==> src/rtl/sburst_pkg.sv <==
// Shared types for the sensor burst bridge.
// Assumes a four-byte host header with two 6-bit length fields.
package sburst_pkg;

    typedef struct packed {
        logic [7:0] start;
        logic [5:0] size;
        logic [5:0] count;
        logic [7:0] reg_addr;
    } sb_hdr_t;

    typedef enum logic [2:0] {
        E_IDLE, E_NEXT, E_SEL, E_XFER, E_GAP, E_PAD, E_CFG, E_DONE
    } eng_st_t;

    typedef enum logic [1:0] {
        H_HDR, H_DATA, H_REL
    } host_st_t;

endpackage

==> src/rtl/sb_fifo.sv <==
// Small first-word-fall-through byte queue between the sensor engine and host port.
// Assumes push is not issued when full; an empty queue reads as all ones.
module sb_fifo #(
    parameter int W     = 8,
    parameter int DEPTH = 4
) (
    input  logic         clk,
    input  logic         rst_n,
    input  logic         flush,
    input  logic         push,
    input  logic [W-1:0] din,
    input  logic         pop,
    output logic [W-1:0] dout,
    output logic         full,
    output logic         empty
);
    localparam int AW = (DEPTH > 1) ? $clog2(DEPTH) : 1;
    localparam int CW = $clog2(DEPTH + 1);

    logic [W-1:0]  mem [DEPTH];
    logic [AW-1:0] rp, wp;
    logic [CW-1:0] cnt;
    logic          do_push, do_pop;

    assign full    = (cnt == CW'(DEPTH));
    assign empty   = (cnt == '0);
    assign do_push = push && !full;
    assign do_pop  = pop && !empty;
    assign dout    = empty ? '1 : mem[rp];

    // Pointer and occupancy bookkeeping.
    always_ff @(posedge clk) begin
        if (!rst_n || flush) begin
            rp  <= '0;
            wp  <= '0;
            cnt <= '0;
        end else begin
            if (do_push) wp <= (wp == AW'(DEPTH - 1)) ? '0 : wp + 1'b1;
            if (do_pop)  rp <= (rp == AW'(DEPTH - 1)) ? '0 : rp + 1'b1;
            cnt <= cnt + CW'(do_push) - CW'(do_pop);
        end
    end

    // Storage write.
    always_ff @(posedge clk) begin
        if (do_push) mem[wp] <= din;
    end
endmodule

==> src/rtl/sb_host_port.sv <==
// Host-side SPI slave (mode 0), oversampled in the block clock.
// Collects the header, then shifts queued bytes out and releases MISO at the end.
// Assumes the host clock half period spans several block clocks.
module sb_host_port
    import sburst_pkg::*;
(
    input  logic    clk,
    input  logic    rst_n,
    input  logic    host_sck,
    input  logic    host_cs_n,
    input  logic    host_mosi,
    input  logic [7:0] q_data,
    input  logic    q_empty,
    output logic    q_pop,
    output logic    host_miso,
    output logic    host_miso_oe,
    output logic    frame_on,
    output logic    hdr_valid,
    output sb_hdr_t hdr
);
    logic [2:0] sck_s;
    logic [1:0] cs_s, mo_s;
    logic       rise;
    host_st_t   hst;
    logic [4:0] hcnt;
    logic [30:0] hsh;
    logic [31:0] word;
    logic [2:0] txb;
    logic [7:0] tx_sh;
    logic [11:0] left, total;

    assign rise     = sck_s[1] & ~sck_s[2];
    assign frame_on = ~cs_s[1];
    assign word     = {hsh, mo_s[1]};
    assign total    = word[31] ? 12'(word[21:16]) * 12'(word[13:8]) : 12'(word[21:16]);
    assign q_pop    = (hst == H_DATA) && frame_on && rise && (txb == 3'd0) && !q_empty;
    assign host_miso    = (hst == H_DATA) ? ((txb == 3'd0) ? q_data[7] : tx_sh[7]) : 1'b1;
    assign host_miso_oe = frame_on && (hst != H_REL);

    // Two-stage synchronisers for the host lines.
    always_ff @(posedge clk) begin
        if (!rst_n) begin
            sck_s <= '0;
            cs_s  <= 2'b11;
            mo_s  <= '0;
        end else begin
            sck_s <= {sck_s[1:0], host_sck};
            cs_s  <= {cs_s[0], host_cs_n};
            mo_s  <= {mo_s[0], host_mosi};
        end
    end

    // Frame sequencing: header collection, data shifting, release.
    always_ff @(posedge clk) begin
        if (!rst_n) begin
            hst       <= H_HDR;
            hcnt      <= '0;
            hsh       <= '0;
            txb       <= '0;
            tx_sh     <= '1;
            left      <= '0;
            hdr_valid <= 1'b0;
            hdr       <= '0;
        end else begin
            hdr_valid <= 1'b0;
            if (!frame_on) begin
                hst  <= H_HDR;
                hcnt <= '0;
                txb  <= '0;
            end else if (rise) begin
                case (hst)
                    H_HDR: begin
                        hsh  <= word[30:0];
                        hcnt <= hcnt + 1'b1;
                        if (hcnt == 5'd31) begin
                            hdr_valid <= 1'b1;
                            hdr       <= '{start: word[31:24], size: word[21:16],
                                           count: word[13:8], reg_addr: word[7:0]};
                            left      <= total;
                            hst       <= (total == '0) ? H_REL : H_DATA;
                        end
                    end
                    H_DATA: begin
                        txb   <= txb + 1'b1;
                        tx_sh <= (txb == 3'd0) ? {q_data[6:0], 1'b1} : {tx_sh[6:0], 1'b1};
                        if (txb == 3'd7) begin
                            left <= left - 1'b1;
                            if (left == 12'd1) hst <= H_REL;
                        end
                    end
                    default: ;
                endcase
            end
        end
    end
endmodule

==> src/rtl/sb_sensor_master.sv <==
// Sensor-side SPI master (mode 0, clock = clk/2). Walks the slot span,
// reads present slots, pads absent or out-of-range slots with 0xFF and
// serves config reads. Assumes NCFG is a power of two.
module sb_sensor_master
    import sburst_pkg::*;
#(
    parameter int NSLOT = 34,
    parameter int NCFG  = 4
) (
    input  logic              clk,
    input  logic              rst_n,
    input  logic              frame_on,
    input  logic              hdr_valid,
    input  sb_hdr_t           hdr,
    input  logic [NSLOT-1:0]  present,
    input  logic [NCFG*8-1:0] cfg_flat,
    input  logic              sen_miso,
    input  logic              q_full,
    output logic              q_push,
    output logic [7:0]        q_din,
    output logic              sen_sck,
    output logic              sen_mosi,
    output logic [NSLOT-1:0]  sen_cs_n
);
    localparam int IW = $clog2(NSLOT);
    localparam int CW = (NCFG > 1) ? $clog2(NCFG) : 1;

    eng_st_t          st;
    sb_hdr_t          h;
    logic [7:0]       slot;
    logic [5:0]       remain, k, byte_i;
    logic [2:0]       bit_i;
    logic             sck_q, gap_c;
    logic [7:0]       rx_sh;
    logic [NSLOT-1:0] cs_q;
    logic [2**IW-1:0] pres_ext;
    logic             slot_ok;
    logic [CW-1:0]    cidx;

    assign pres_ext = (2**IW)'(present);
    assign slot_ok  = (int'(slot) < NSLOT) && pres_ext[slot[IW-1:0]];
    assign cidx     = h.start[CW-1:0] + k[CW-1:0];
    assign sen_sck  = sck_q;
    assign sen_cs_n = ~cs_q;
    assign sen_mosi = (st == E_XFER) && (byte_i == '0) && h.reg_addr[~bit_i];
    assign q_push   = ((st == E_PAD || st == E_CFG) && !q_full) ||
                      ((st == E_XFER) && sck_q && (bit_i == 3'd7) && (byte_i != '0));
    assign q_din    = (st == E_PAD) ? 8'hFF :
                      (st == E_CFG) ? cfg_flat[cidx*8 +: 8] : rx_sh;

    // Slot walk, bit shifting and padding.
    always_ff @(posedge clk) begin
        if (!rst_n || !frame_on) begin
            st     <= E_IDLE;
            h      <= '0;
            slot   <= '0;
            remain <= '0;
            k      <= '0;
            byte_i <= '0;
            bit_i  <= '0;
            sck_q  <= 1'b0;
            gap_c  <= 1'b0;
            rx_sh  <= '0;
            cs_q   <= '0;
        end else begin
            case (st)
                E_IDLE: if (hdr_valid) begin
                    h      <= hdr;
                    slot   <= {1'b0, hdr.start[6:0]};
                    remain <= hdr.count;
                    st     <= E_NEXT;
                end
                E_NEXT: begin
                    k <= '0;
                    if (h.size == '0)        st <= E_DONE;
                    else if (!h.start[7])    st <= E_CFG;
                    else if (remain == '0)   st <= E_DONE;
                    else if (slot_ok) begin
                        cs_q <= NSLOT'(1) << slot;
                        st   <= E_SEL;
                    end else                 st <= E_PAD;
                end
                E_SEL: begin
                    bit_i  <= '0;
                    byte_i <= '0;
                    st     <= E_XFER;
                end
                E_XFER: begin
                    if (!sck_q) begin
                        if (byte_i == '0 || bit_i != '0 || !q_full) begin
                            sck_q <= 1'b1;
                            rx_sh <= {rx_sh[6:0], sen_miso};
                        end
                    end else begin
                        sck_q <= 1'b0;
                        bit_i <= bit_i + 1'b1;
                        if (bit_i == 3'd7) begin
                            if (byte_i == h.size) begin
                                cs_q  <= '0;
                                gap_c <= 1'b0;
                                st    <= E_GAP;
                            end else begin
                                byte_i <= byte_i + 1'b1;
                            end
                        end
                    end
                end
                E_GAP: begin
                    gap_c <= 1'b1;
                    if (gap_c) begin
                        slot   <= slot + 1'b1;
                        remain <= remain - 1'b1;
                        st     <= E_NEXT;
                    end
                end
                E_PAD: if (!q_full) begin
                    k <= k + 1'b1;
                    if (k == h.size - 6'd1) begin
                        slot   <= slot + 1'b1;
                        remain <= remain - 1'b1;
                        st     <= E_NEXT;
                    end
                end
                E_CFG: if (!q_full) begin
                    k <= k + 1'b1;
                    if (k == h.size - 6'd1) st <= E_DONE;
                end
                default: ;
            endcase
        end
    end
endmodule

==> src/rtl/sensor_burst_bridge.sv <==
// Top of the sensor burst bridge: host port, byte queue, sensor master and
// the config register file. Assumes NCFG is a power of two.
module sensor_burst_bridge
    import sburst_pkg::*;
#(
    parameter int NSLOT      = 34,
    parameter int NCFG       = 4,
    parameter int FIFO_DEPTH = 4
) (
    input  logic              clk,
    input  logic              rst_n,
    input  logic              host_sck,
    input  logic              host_cs_n,
    input  logic              host_mosi,
    output logic              host_miso,
    output logic              host_miso_oe,
    input  logic [NSLOT-1:0]  sen_present,
    input  logic              sen_miso,
    output logic              sen_sck,
    output logic              sen_mosi,
    output logic [NSLOT-1:0]  sen_cs_n,
    output logic [NCFG*8-1:0] cfg_q
);
    localparam int CW = (NCFG > 1) ? $clog2(NCFG) : 1;

    sb_hdr_t    hdr;
    logic       hdr_valid, frame_on;
    logic       ff_push, ff_pop, ff_full, ff_empty;
    logic [7:0] ff_din, ff_dout;

    sb_host_port u_host (
        .clk, .rst_n, .host_sck, .host_cs_n, .host_mosi,
        .q_data(ff_dout), .q_empty(ff_empty), .q_pop(ff_pop),
        .host_miso, .host_miso_oe, .frame_on, .hdr_valid, .hdr
    );

    sb_fifo #(.W(8), .DEPTH(FIFO_DEPTH)) u_fifo (
        .clk, .rst_n, .flush(!frame_on),
        .push(ff_push), .din(ff_din), .pop(ff_pop),
        .dout(ff_dout), .full(ff_full), .empty(ff_empty)
    );

    sb_sensor_master #(.NSLOT(NSLOT), .NCFG(NCFG)) u_eng (
        .clk, .rst_n, .frame_on, .hdr_valid, .hdr,
        .present(sen_present), .cfg_flat(cfg_q), .sen_miso,
        .q_full(ff_full), .q_push(ff_push), .q_din(ff_din),
        .sen_sck, .sen_mosi, .sen_cs_n
    );

    // Config register write on a header whose first byte has bit 7 clear.
    always_ff @(posedge clk) begin
        if (!rst_n) begin
            cfg_q <= '0;
        end else if (hdr_valid && !hdr.start[7] && hdr.count != '0) begin
            cfg_q[hdr.start[CW-1:0]*8 +: 8] <= hdr.reg_addr;
        end
    end
endmodule

==> config.mk <==
export PLATFORM = sky130hd
export DESIGN_NAME = sensor_burst_bridge
export DESIGN_NICKNAME = d
export VERILOG_FILES = /design/src/rtl/sburst_pkg.sv /design/src/rtl/sb_fifo.sv /design/src/rtl/sb_host_port.sv /design/src/rtl/sb_sensor_master.sv /design/src/rtl/sensor_burst_bridge.sv
export SDC_FILE = /design/constraint.sdc
export NUM_CORES = 1
export LEC_CHECK = 0
export BUFFER_PORTS_ARGS = -buffer_cell sky130_fd_sc_hd__buf_4
export CORE_MARGIN = 2
export CORE_UTILIZATION = 52
export CTS_BUF_LIST = sky130_fd_sc_hd__clkbuf_16
export DETAILED_ROUTE_END_ITERATION = 7
export PLACE_DENSITY_LB_ADDON = 0.12
export RECOVER_POWER = 50
export SYNTH_ARGS = -nofsm -noshare
export SYNTH_HDL_FRONTEND = slang
export SYNTH_SLANG_ARGS = --single-unit
==> constraint.sdc <==
create_clock -name clk -period 4.3 [get_ports clk]
set_input_delay 0 -clock clk [delete_from_list [all_inputs] [get_ports clk]]
set_output_delay 0 -clock clk [all_outputs]
set_load 0.01 [all_outputs]
# After elaboration in Yosys (flattened, before gate mapping)
# Memories as Yosys holds them, arrays and structs flattened. A register that Yosys moved wholly into a read port is not among the register bits.
# Cells that the tools add are included.
[classes]
addsub = 15
mul = 1
magnitude_cmp = 3
eq_ne = 35
shifts = 4
mux = 73
n_bitwise = 9
n_reduce_logical = 62
[op_table]
columns = ["op", "count"]
rows = [
  ["34-bit 2-to-1 mux", 7],
  ["34-bit case mux with 2 select lines", 1],
  ["8-bit 2-to-1 mux", 8],
  ["6-bit 2-to-1 mux", 8],
  ["3-bit 2-to-1 mux", 14],
  ["12-bit 2-to-1 mux", 3],
  ["5-bit negation with 34-bit output", 1],
  ["34-bit inverter", 1],
  ["8-bit by 34-bit variable shift with 32-bit output, first input constant", 1],
  ["8-bit by 34-bit variable part select with 32-bit output", 1],
  ["1-bit by 8-bit << shifter with 34-bit output, first input constant", 1],
  ["32-bit bitwise mux", 1],
  ["32-bit by 6-bit variable part select with 8-bit output", 1],
  ["2-bit != test, second input constant", 14],
  ["12-bit case mux with 2 select lines", 1],
  ["6-bit case mux with 2 select lines", 2],
  ["8-bit case mux with 3 select lines", 1],
  ["3-bit case mux with 7 select lines", 1],
  ["3-bit == test, second input constant", 6],
  ["6-bit zero test", 3],
  ["6-bit case mux with 3 select lines", 1],
  ["1-bit logical AND", 16],
  ["2-bit 2-to-1 mux", 8],
  ["5-bit AND reduction", 3],
  ["other kinds (47)", 98],
]
[word_totals]
regBits = 234
ramBits = 32
in_bits = 40
wordCells = 234
mem_count = 1
[mem_list]
columns = ["memory", "depth", "word_bits", "read_ports", "rd_ports_with_merged_regs", "wr", "line_no", "text"]
rows = [
  ["u_fifo.mem", 4, 8, 1, 1, 1, "sb_fifo.sv:20", "logic [W-1:0] mem [DEPTH];"],
]

# Logic depth before layout (Yosys ltp)
# Gate-level depths: netlist (run 1).
[depth]
ltp_word = 8
mapped_depth = 16

# Hierarchy
# Synthesis (run 1) repeated with hierarchy kept, for this count alone.
[unflattened]
hier_cells = 1634
hier_area_um2 = 14209.9
[modules_own_cells]
columns = ["module", "instances", "cells_each", "area_each_um2", "seq_area_each_um2"]
rows = [
  ["sb_sensor_master", 1, 722, 5728.0, 1861.8],
  ["sb_host_port", 1, 650, 5282.6, 1921.8],
  ["sb_fifo", 1, 102, 1695.4, 1141.1],
  ["sensor_burst_bridge", 1, 160, 1503.9, 640.6],
]

# Least setup slack after synthesis (run 1)
# OpenSTA, ideal clock, no wires.
[synth_path]
kind = "register to register"
start = "reg u_host.hsh[17]"
end = "reg u_host.hst[1]"
arrival_ps = 3807
path_slack_ps = 372
path_stages_with_launch = 17
period_less_slack_ps = 3928
cell_sequence = "dfxtp_1 > clkbuf_1 > nand2_1 > fa_1 > inv_1 > fa_1 > inv_1 > fa_1 > inv_1 > ha_1 > nand3_1 > o211ai_1 > o41ai_1 > xnor2_1 > or3_1 > a21oi_1 > nor3_1"
[synth_via]
elab_chain_len = 6
[synth_lines]
columns = ["item", "line_no", "text"]
rows = [
  ["from (decl)", "sb_host_port.sv:26", "logic [30:0] hsh;"],
  ["from (signal assigned)", "sb_host_port.sv:73", "hsh <= word[30:0];"],
  ["6-bit by 6-bit multiplier with 12-bit output", "sb_host_port.sv:35", "assign total = word[31] ? 12'(word[21:16]) * 12'(word[13:8]) : 12'(word[21:16]);"],
  ["12-bit 2-to-1 mux (*)", "sb_host_port.sv:35", ""],
  ["12-bit zero test (*)", "sb_host_port.sv:80", "hst <= (total == '0) ? H_REL : H_DATA;"],
  ["2-bit 2-to-1 mux (*)", "sb_host_port.sv:80", ""],
  ["2-bit 2-to-1 mux (*)", "sb_host_port.sv:75", "if (hcnt == 5'd31) begin"],
  ["2-bit case mux with 2 select lines (*)", "sb_host_port.sv:71", "case (hst)"],
  ["to (signal assigned)", "sb_host_port.sv:80", ""],
  ["to (decl)", "sb_host_port.sv:24", "host_st_t hst;"],
]
# Mark *: on every way between the ends. The rest lies on a longest branch, timed or not. The select of a mux whose other input is x is not followed.
# A chain may end at the register's enable or synchronous reset.

# Final worst setup path (run 1)
[layout_path]
start = "reg u_host.hsh[18]"
end = "reg u_host.hst[1]"
# The elaborated chain is that of the path after synthesis.

==> key figures, run 1 <==
Status
  • Run status: finished with violations
  • Failing checks: capacitance limit, slew limit

STA
  • Least-Margin Pin Slew: 2.422 ns
  • Final period util: 96.19%
  • Final Setup Violations: 0
  • Fin. Hold Viols: 0
  • Fmax: 241.8 MHz
  • RSZ-0062 raised after global routing: false
  • Min Clock Period, post-route: 4.136 ns
  • Post-Route Setup TNS: 0 ns
  • Worst rel slew slack: -61.47%
  • Clk_skew: 0.01145 ns
  • Final Max Slew Viols: 64

Critical path
  • Bufs and invs on worst path: 3
  • Crit path max fanout: 10
  • CP max stage delay: 0.53 ns
  • Crit path cell chain: nand2_1 > fa_1 > inv_1 > fa_1 > inv_1 > fa_1 > inv_1 > ha_1 > nand3_1 > o211ai_1 > or3_1 > a31oi_2 > nand4_1 > and3b_1 > nor3_1
  • Crit. End Element: flop
  • Arrival time at the worst endpoint: 4.57 ns
  • Startpoint types: flop
  • Worst path slowest cell: fa_1
  • Family with the most delay on the worst path: adder cells
  • Crit path kind: reg -> reg
  • Data required time at the worst endpoint: 4.73 ns

Logic synthesis
  • Top cell type's share of synthesized area: 35.05%
  • Syn avg cell area: 9.258 sq um
  • Mapped Area: 13,140 sq um
  • Cell taking the most area after synthesis: dfxtp_1
  • Synth area leaders: dfxtp_1 35%, edfxtp_1 7.3%, nand2_1 6.1%
  • Post-synthesis cell count: 1,419
  • Post-synthesis sequential area ratio: 42.36%
  • Count of different cell masters after synthesis: 77
  • Synth Flop Type: dfxtp_1
  • Yosys warns: 0
  • EDFF count, synth: 32
  • Seq cells post-synth: 262
  • Asr flop ratio synth: 0%
  • Mapped Nets: 1,527

Cells and area
  • Register area: 5574 sq um
  • Design area: 14,890 sq um
  • Area of the multi-input gates: 6888 sq um
  • Final Instance Count excl. Fillers: 1,848
  • FILL cells: 2,267
  • Layout cell share with drive strength beyond 1: 11.00%
  • Antenna Cells: 0
  • Area Overhead vs Synth: 13.31%
  • Nets@finish: 1,604

Power and ir drop
  • Static leakage: 5.496 nW
  • Pwr/cell area: 332.7 nW/um^2
  • Peak supply drop: 0.3285 mV
  • Design Power: 4.954 mW

Clock tree
  • Clock Pin Slew Worst Setup and Hold Paths: 0.06 ns
  • Post-CTS Setup Inserts: 0
  • CTS tree: done
  • H-Tree Depth: 1
  • Num CTS Buffers: 29
  • Root Driver: clkbuf_16
  • # clock sinks: 262
  • Clock Tree Buf Depth: 3
  • Worst-Skew Late Latency: 0.54 ns

Floorplan
  • Placement row count: 58
  • Starting Density: 52.63%
  • I/O Pins: 110
  • Die W: 163.0 um
  • Core ar.: 24,960 sq um
  • Die Ht: 163.0 um
  • Die ar.: 26,550 sq um

Detailed routing
  • DR vias: 10,340
  • Iteration-0 DRC Markers: 606
  • Post-detailed-route wirelength per cell: 16.78 um
  • Post-Route WL: 31.01 mm
  • Routed Antenna Nets: 0
  • Initial DRT Pass Iterations: 5
  • Drc violations: 0
  • Vias per inst: 5.595

GRT
  • Overall routing resource usage: 23.61%
  • Grt ovf: 0
  • Antenna violations before repair: 0
  • Largest net degree at the start of global routing: 64
  • Vias in the first global route: 10,160
  • First-pass GRT wire length: 51.24 mm

Place
  • Placer Congestion: 0.9017
  • Post-DP Area: 14,130 sq um
  • Placed Cells: 1,789
  • # port buffers: 109
  • Detailed Place HPWL: 22.02 mm

Worst hold path
  • Path type of the worst min-delay path: in -> reg

Job
  • Max_cap viols: 1
synth_stat cells (20+ instances only):
| master | instances |
|---|---|
| nor3_1 | 25 |
| mux4_2 | 26 |
| clkbuf_1 | 67 |
| inv_1 | 92 |
| mux2i_1 | 20 |
| nor2_1 | 73 |
| nand2_1 | 215 |
| o21ai_0 | 25 |
| a21boi_0 | 68 |
| a21oi_1 | 72 |
| a22o_1 | 45 |
| dfxtp_1 | 230 |
| nand3_1 | 58 |
| ha_1 | 50 |
| edfxtp_1 | 32 |
| and2_1 | 45 |
kinds of logic after synthesis:
family	share of synthesized area, %
flops	42.36
simple gates	18.48
xor+xnor	2.000
buf+inv	5.476
compound gates	17.69
mux	6.495
fa+ha+maj	7.505
sequential cells by signal, indices dropped and copies added, names as in the netlist, 7 cells and up, named ones only:
name and cells:
u_fifo.mem 32, u_host.left 12, u_host.hsh 31, u_host.tx_sh 7, u_eng.slot 8, u_eng.rx_sh 8, cfg_q 32, u_host.hdr 28
u_eng.h 17, u_eng.cs_q 34
per-stage QoR:
step                      hold slack (ns)  utilization [%]  setup slack, ns
final                              0.2185            59.63           0.1637
after global routing               0.2287            59.63          0.01289
after CTS                          0.1951            60.55          0.04983
after detailed placement           0.1890            56.61           0.1245
after global placement             0.1862            56.61           0.2110
after floorplan                    0.1015                -           0.3718
worst register-to-register path: stages, from the launching register on:
cell and delay, ns:
dfxtp_2 0.45, nand2_1 0.11, fa_1 0.52, inv_1 0.06
fa_1 0.53, inv_1 0.06, fa_1 0.53, inv_1 0.04
ha_1 0.37, nand3_1 0.13, o211ai_1 0.14, or3_1 0.35
a31oi_2 0.22, nand4_1 0.14, and3b_1 0.19, nor3_1 0.21
power by group:
part	internal, mW	total [mW]	switching [mW]
clock network	1.41	2.40	0.990
logic	0.0460	0.0851	0.0391
registers	2.47	2.47	0.00153
total	3.92	4.95	1.03
routing by layer:
layer / global-route usage (%) / wire length [um] / up-vias
li1: - / - / 5153
met1: 31.54 / 14210 / 4971
met2: 40.89 / 15150 / 170
met3: 2.674 / 974 / 45
met4: 5.994 / 666 / 0
met5: 0 / 0 / -
what timing repair did:
item,in CTS,in global routing
endpoints found under the setup margin,0,3
resized for setup,0,10
hold buffers,6,0
endpoints found under the hold margin,14,0
area by class of cell:
cell class,count,share of cell area [%]
Sequential cell,262,37.44
Timing Repair Buffer,132,4.992
Clock buffer,29,4.875
Multi-Input combinational cell,979,46.27
Tap cell,330,2.774
Clock inverter,24,1.328
Inverter,92,2.320
final timing paths:
| kind | from | endpoint | slack [ns] | cells after the start |
|---|---|---|---|---|
| worst max-delay path | u_host.hsh[18]$_SDFFE_PN0P_ | u_host.hst[1]$_SDFFE_PP0P_ | 0.16 | 15 |
| worst min-delay path | host_mosi | u_host.mo_s[0]$_SDFF_PN0_ | 0.22 | 3 |
| worst max register to register | u_host.hsh[18]$_SDFFE_PN0P_ | u_host.hst[1]$_SDFFE_PP0P_ | 0.16 | 15 |
| worst min register to register | u_host.cs_s[0]$_SDFF_PN1_ | u_host.cs_s[1]$_SDFF_PN1_ | 0.43 | 1 |
cell usage in the layout (no fill, tap or decap), drive strengths merged, types with 50 or more instances in the layout:
cell and count:
a21boi 68, a21oi 74, buf 56, clkbuf 99, dfxtp 230, ha 50, inv 95, nand2 215
nand3 58, nor2 73
(Power assumes the default switching activity.)
==> inputs of run 2 (changes only) <==
- CELL_PAD_IN_SITES_DETAIL_PLACEMENT: unset -> 0
- CELL_PAD_IN_SITES_GLOBAL_PLACEMENT: unset -> 1
- CORE_MARGIN: 2 -> 3
- CORE_UTILIZATION: 52 -> 47
==> run 2 against run 1 <==
  * The flow still finishes with violations (capacitance limit, slew limit)
  * Non-clock buffer count up 9
  * Register-to-register slack better by 0.099 ns
  * First-iteration DRC count up 7.3%
  * Fmax up 2.4%
  * Power up 1.3%
  * Largest power group unchanged
  * Highest routed layer unchanged
==> key figures, run 2 (synthesis gave the netlist of run 1 again) <==
Status
  • Run status: finished with violations
  • Failing checks: capacitance limit, slew limit

Power and ir drop
  • Static leakage: 5.571 nW (+1.4%)
  • Design Power: 5.018 mW (+1.3%)
  • Peak supply drop: 0.2796 mV (-15%)
  • Pwr/cell area: 334.4 nW/um^2 (+0.50%)

Cells and area
  • Nets@finish: 1,613 (+0.56%)
  • Register area: 5569 sq um (about the same)
  • Largest Register: u_eng.cs_q
  • Max reg flops: 34 (unchanged)
  • FILL cells: 2,573 (+13%)
  • Layout cell share with drive strength beyond 1: 10.99% (about the same)
  • Area Overhead vs Synth: 14.22%
  • Largest registers: u_eng.cs_q: 34 flops, cfg_q: 32 flops, u_fifo.mem: 32 flops
  • Leading cell type in the layout, fill and taps excluded: dfxtp_1
  • Antenna Cells: 0 (unchanged)
  • Most frequent cells in the layout: 227 x dfxtp_1, 215 x nand2_1, 97 x inv_1, 73 x nor2_1, 72 x a21oi_1
  • Util after Layout: 55.22% (-4.4 points)
  • Design area: 15,010 sq um (+0.80%)
  • Final Instance Count excl. Fillers: 1,900 (+2.8%)
  • Area of the multi-input gates: 6859 sq um (-0.42%)

STA
  • Worst hold margin: 0.2365 ns (+0.01801 ns)
  • Final Setup Violations: 0 (unchanged)
  • Final period util: 93.90% (-2.3 points)
  • Setup ws final: 0.2624 ns (+0.09864 ns)
  • Clk_skew: 0.01164 ns (+0.0001913 ns)
  • Fmax: 247.7 MHz (+2.4%)
  • RSZ-0062 raised after global routing: false
  • Worst rel slew slack: -0.3772% (+61 points)
  • Final Max Slew Viols: 37 (-42%)
  • Fin. Hold Viols: 0 (unchanged)
  • Post-Route Setup TNS: 0 ns (unchanged)
  • Min Clock Period, post-route: 4.038 ns (-0.09864 ns)
  • Least-Margin Pin Slew: 1.506 ns (-0.9164 ns)

Clock tree
  • Num CTS Buffers: 29 (unchanged)
  • Post-CTS Setup Inserts: 0 (unchanged)
  • H-Tree Depth: 1 (unchanged)
  • Clock Tree Buf Depth: 3 (unchanged)
  • Root Driver: clkbuf_16
  • Clock Pin Slew Worst Setup and Hold Paths: 0.06 ns (about the same)
  • CTS tree: done
  • Worst-Skew Late Latency: 0.54 ns (about the same)
  • # clock sinks: 262 (unchanged)

Critical path
  • Crit path kind: reg -> reg
  • Arrival time at the worst endpoint: 4.43 ns (-0.14 ns)
  • Startpoint types: flop
  • Crit. End Element: flop
  • Crit path max fanout: 9 (-1)
  • Family with the most delay on the worst path: adder cells
  • Most common cell on crit path: fa_1
  • Crit path cell chain: and2_1 > fa_1 > inv_1 > fa_1 > fa_1 > inv_1 > ha_1 > a21oi_1 > o211ai_1 > o41ai_1 > xnor2_1 > or3_1 > a21oi_1 > nor3_1
  • Worst path slowest cell: fa_1
  • Data required time at the worst endpoint: 4.69 ns (-0.04 ns)
  • Bufs and invs on worst path: 2 (-1)
  • CP max stage delay: 0.55 ns (+0.02 ns)

Place
  • Placed Cells: 1,838 (+2.7%)
  • Placer Congestion: 0.8243 (-8.6%)
  • # port buffers: 109 (unchanged)
  • Pre-CTS setup slack: 0.1450 ns (+0.02051 ns)
  • Detailed Place HPWL: 23.08 mm (+4.9%)
  • Post-DP Area: 14,240 sq um (+0.74%)

Floorplan
  • Die ar.: 29,990 sq um (+13%)
  • I/O Pins: 110 (unchanged)
  • Starting Density: 48.34% (-4.3 points)
  • Die Ht: 173.2 um (+6.3%)
  • Placement row count: 60 (+3.4%)
  • Die W: 173.2 um (+6.3%)
  • Core ar.: 27,180 sq um (+8.9%)

Job
  • Max_cap viols: 1 (unchanged)

GRT
  • First-pass GRT wire length: 53.09 mm (+3.6%)
  • Vias in the first global route: 10,040 (-1.2%)
  • Overall routing resource usage: 20.93% (-2.7 points)
  • Largest net degree at the start of global routing: 61 (-4.7%)
  • Antenna violations before repair: 0 (unchanged)
  • Grt ovf: 0 (unchanged)

Detailed routing
  • Vias per inst: 5.438 (-2.8%)
  • DR vias: 10,330 (-0.068%)
  • Iteration-0 DRC Markers: 650 (+7.3%)
  • Post-detailed-route wirelength per cell: 16.92 um (+0.85%)
  • Initial DRT Pass Iterations: 5 (unchanged)
  • Drc violations: 0 (unchanged)
  • Routed Antenna Nets: 0 (unchanged)
  • Post-Route WL: 32.15 mm (+3.7%)

Worst hold path
  • Path type of the worst min-delay path: in -> reg
[run 2: cell count changes in the layout (fill, tap and decap cells not counted), moves of 2 or more]
| cell | change |
|---|---|
| clkinv_1 | -4 |
| buf_4 | +6 |
| inv_2 | +2 |
| dfxtp_2 | -4 |
| inv_1 | +3 |
| dfxtp_1 | +4 |
| dlygate4sd3_1 | +2 |
[run 2: metal layers]
layer	track usage (%)	vias up	share of wire [%]
met2	34.05	201	45
met3	2.789	49	4.1
met4	5.068	0	2.2
met5	0	-	0
li1	-	5173	-
met1	29.70	4909	49
[run 2: path summary, 6_finish.rpt]
check,startpoint,to,slack [ns],cells past startpoint
worst min register to register,u_host.cs_s[0]$_SDFF_PN1_,u_host.cs_s[1]$_SDFF_PN1_,0.41,1
worst min-delay path,sen_miso,u_eng.rx_sh[0]$_SDFFE_PP0P_,0.24,4
worst max register to register,u_host.hsh[8]$_SDFFE_PN0P_,u_host.hst[1]$_SDFFE_PP0P_,0.26,14
worst max-delay path,u_host.hsh[8]$_SDFFE_PN0P_,u_host.hst[1]$_SDFFE_PP0P_,0.26,14
[run 2: worst min-delay path: cells and delay by family]
family | cells | cell delay (ns)
buf+inv | 2 | 0.62
simple gates | 1 | 0.07
mux | 1 | 0.05
[run 2: cell type report]
cell class                 count  share of cell area [%]
timing repair buffer         141                   5.420
multi-input combinational    979                   45.71
clock buffer                  30                   5.003
tap                          372                   3.102
sequential                   262                   37.11
clock inverter                24                   1.351
inverter                      92                   2.301
[run 2: timing repair]
item | in CTS | in global routing
resized for setup | 0 | 3
hold endpoints to repair | 34 | 0
setup endpoints to repair | 0 | 2
hold buffers | 8 | 0
[run 2: where the power goes]
part,internal [mW],switching (mW)
Clock,1.45,1.01
Combinational,0.0465,0.0413
Sequential,2.47,0.00165
Total,3.96,1.05
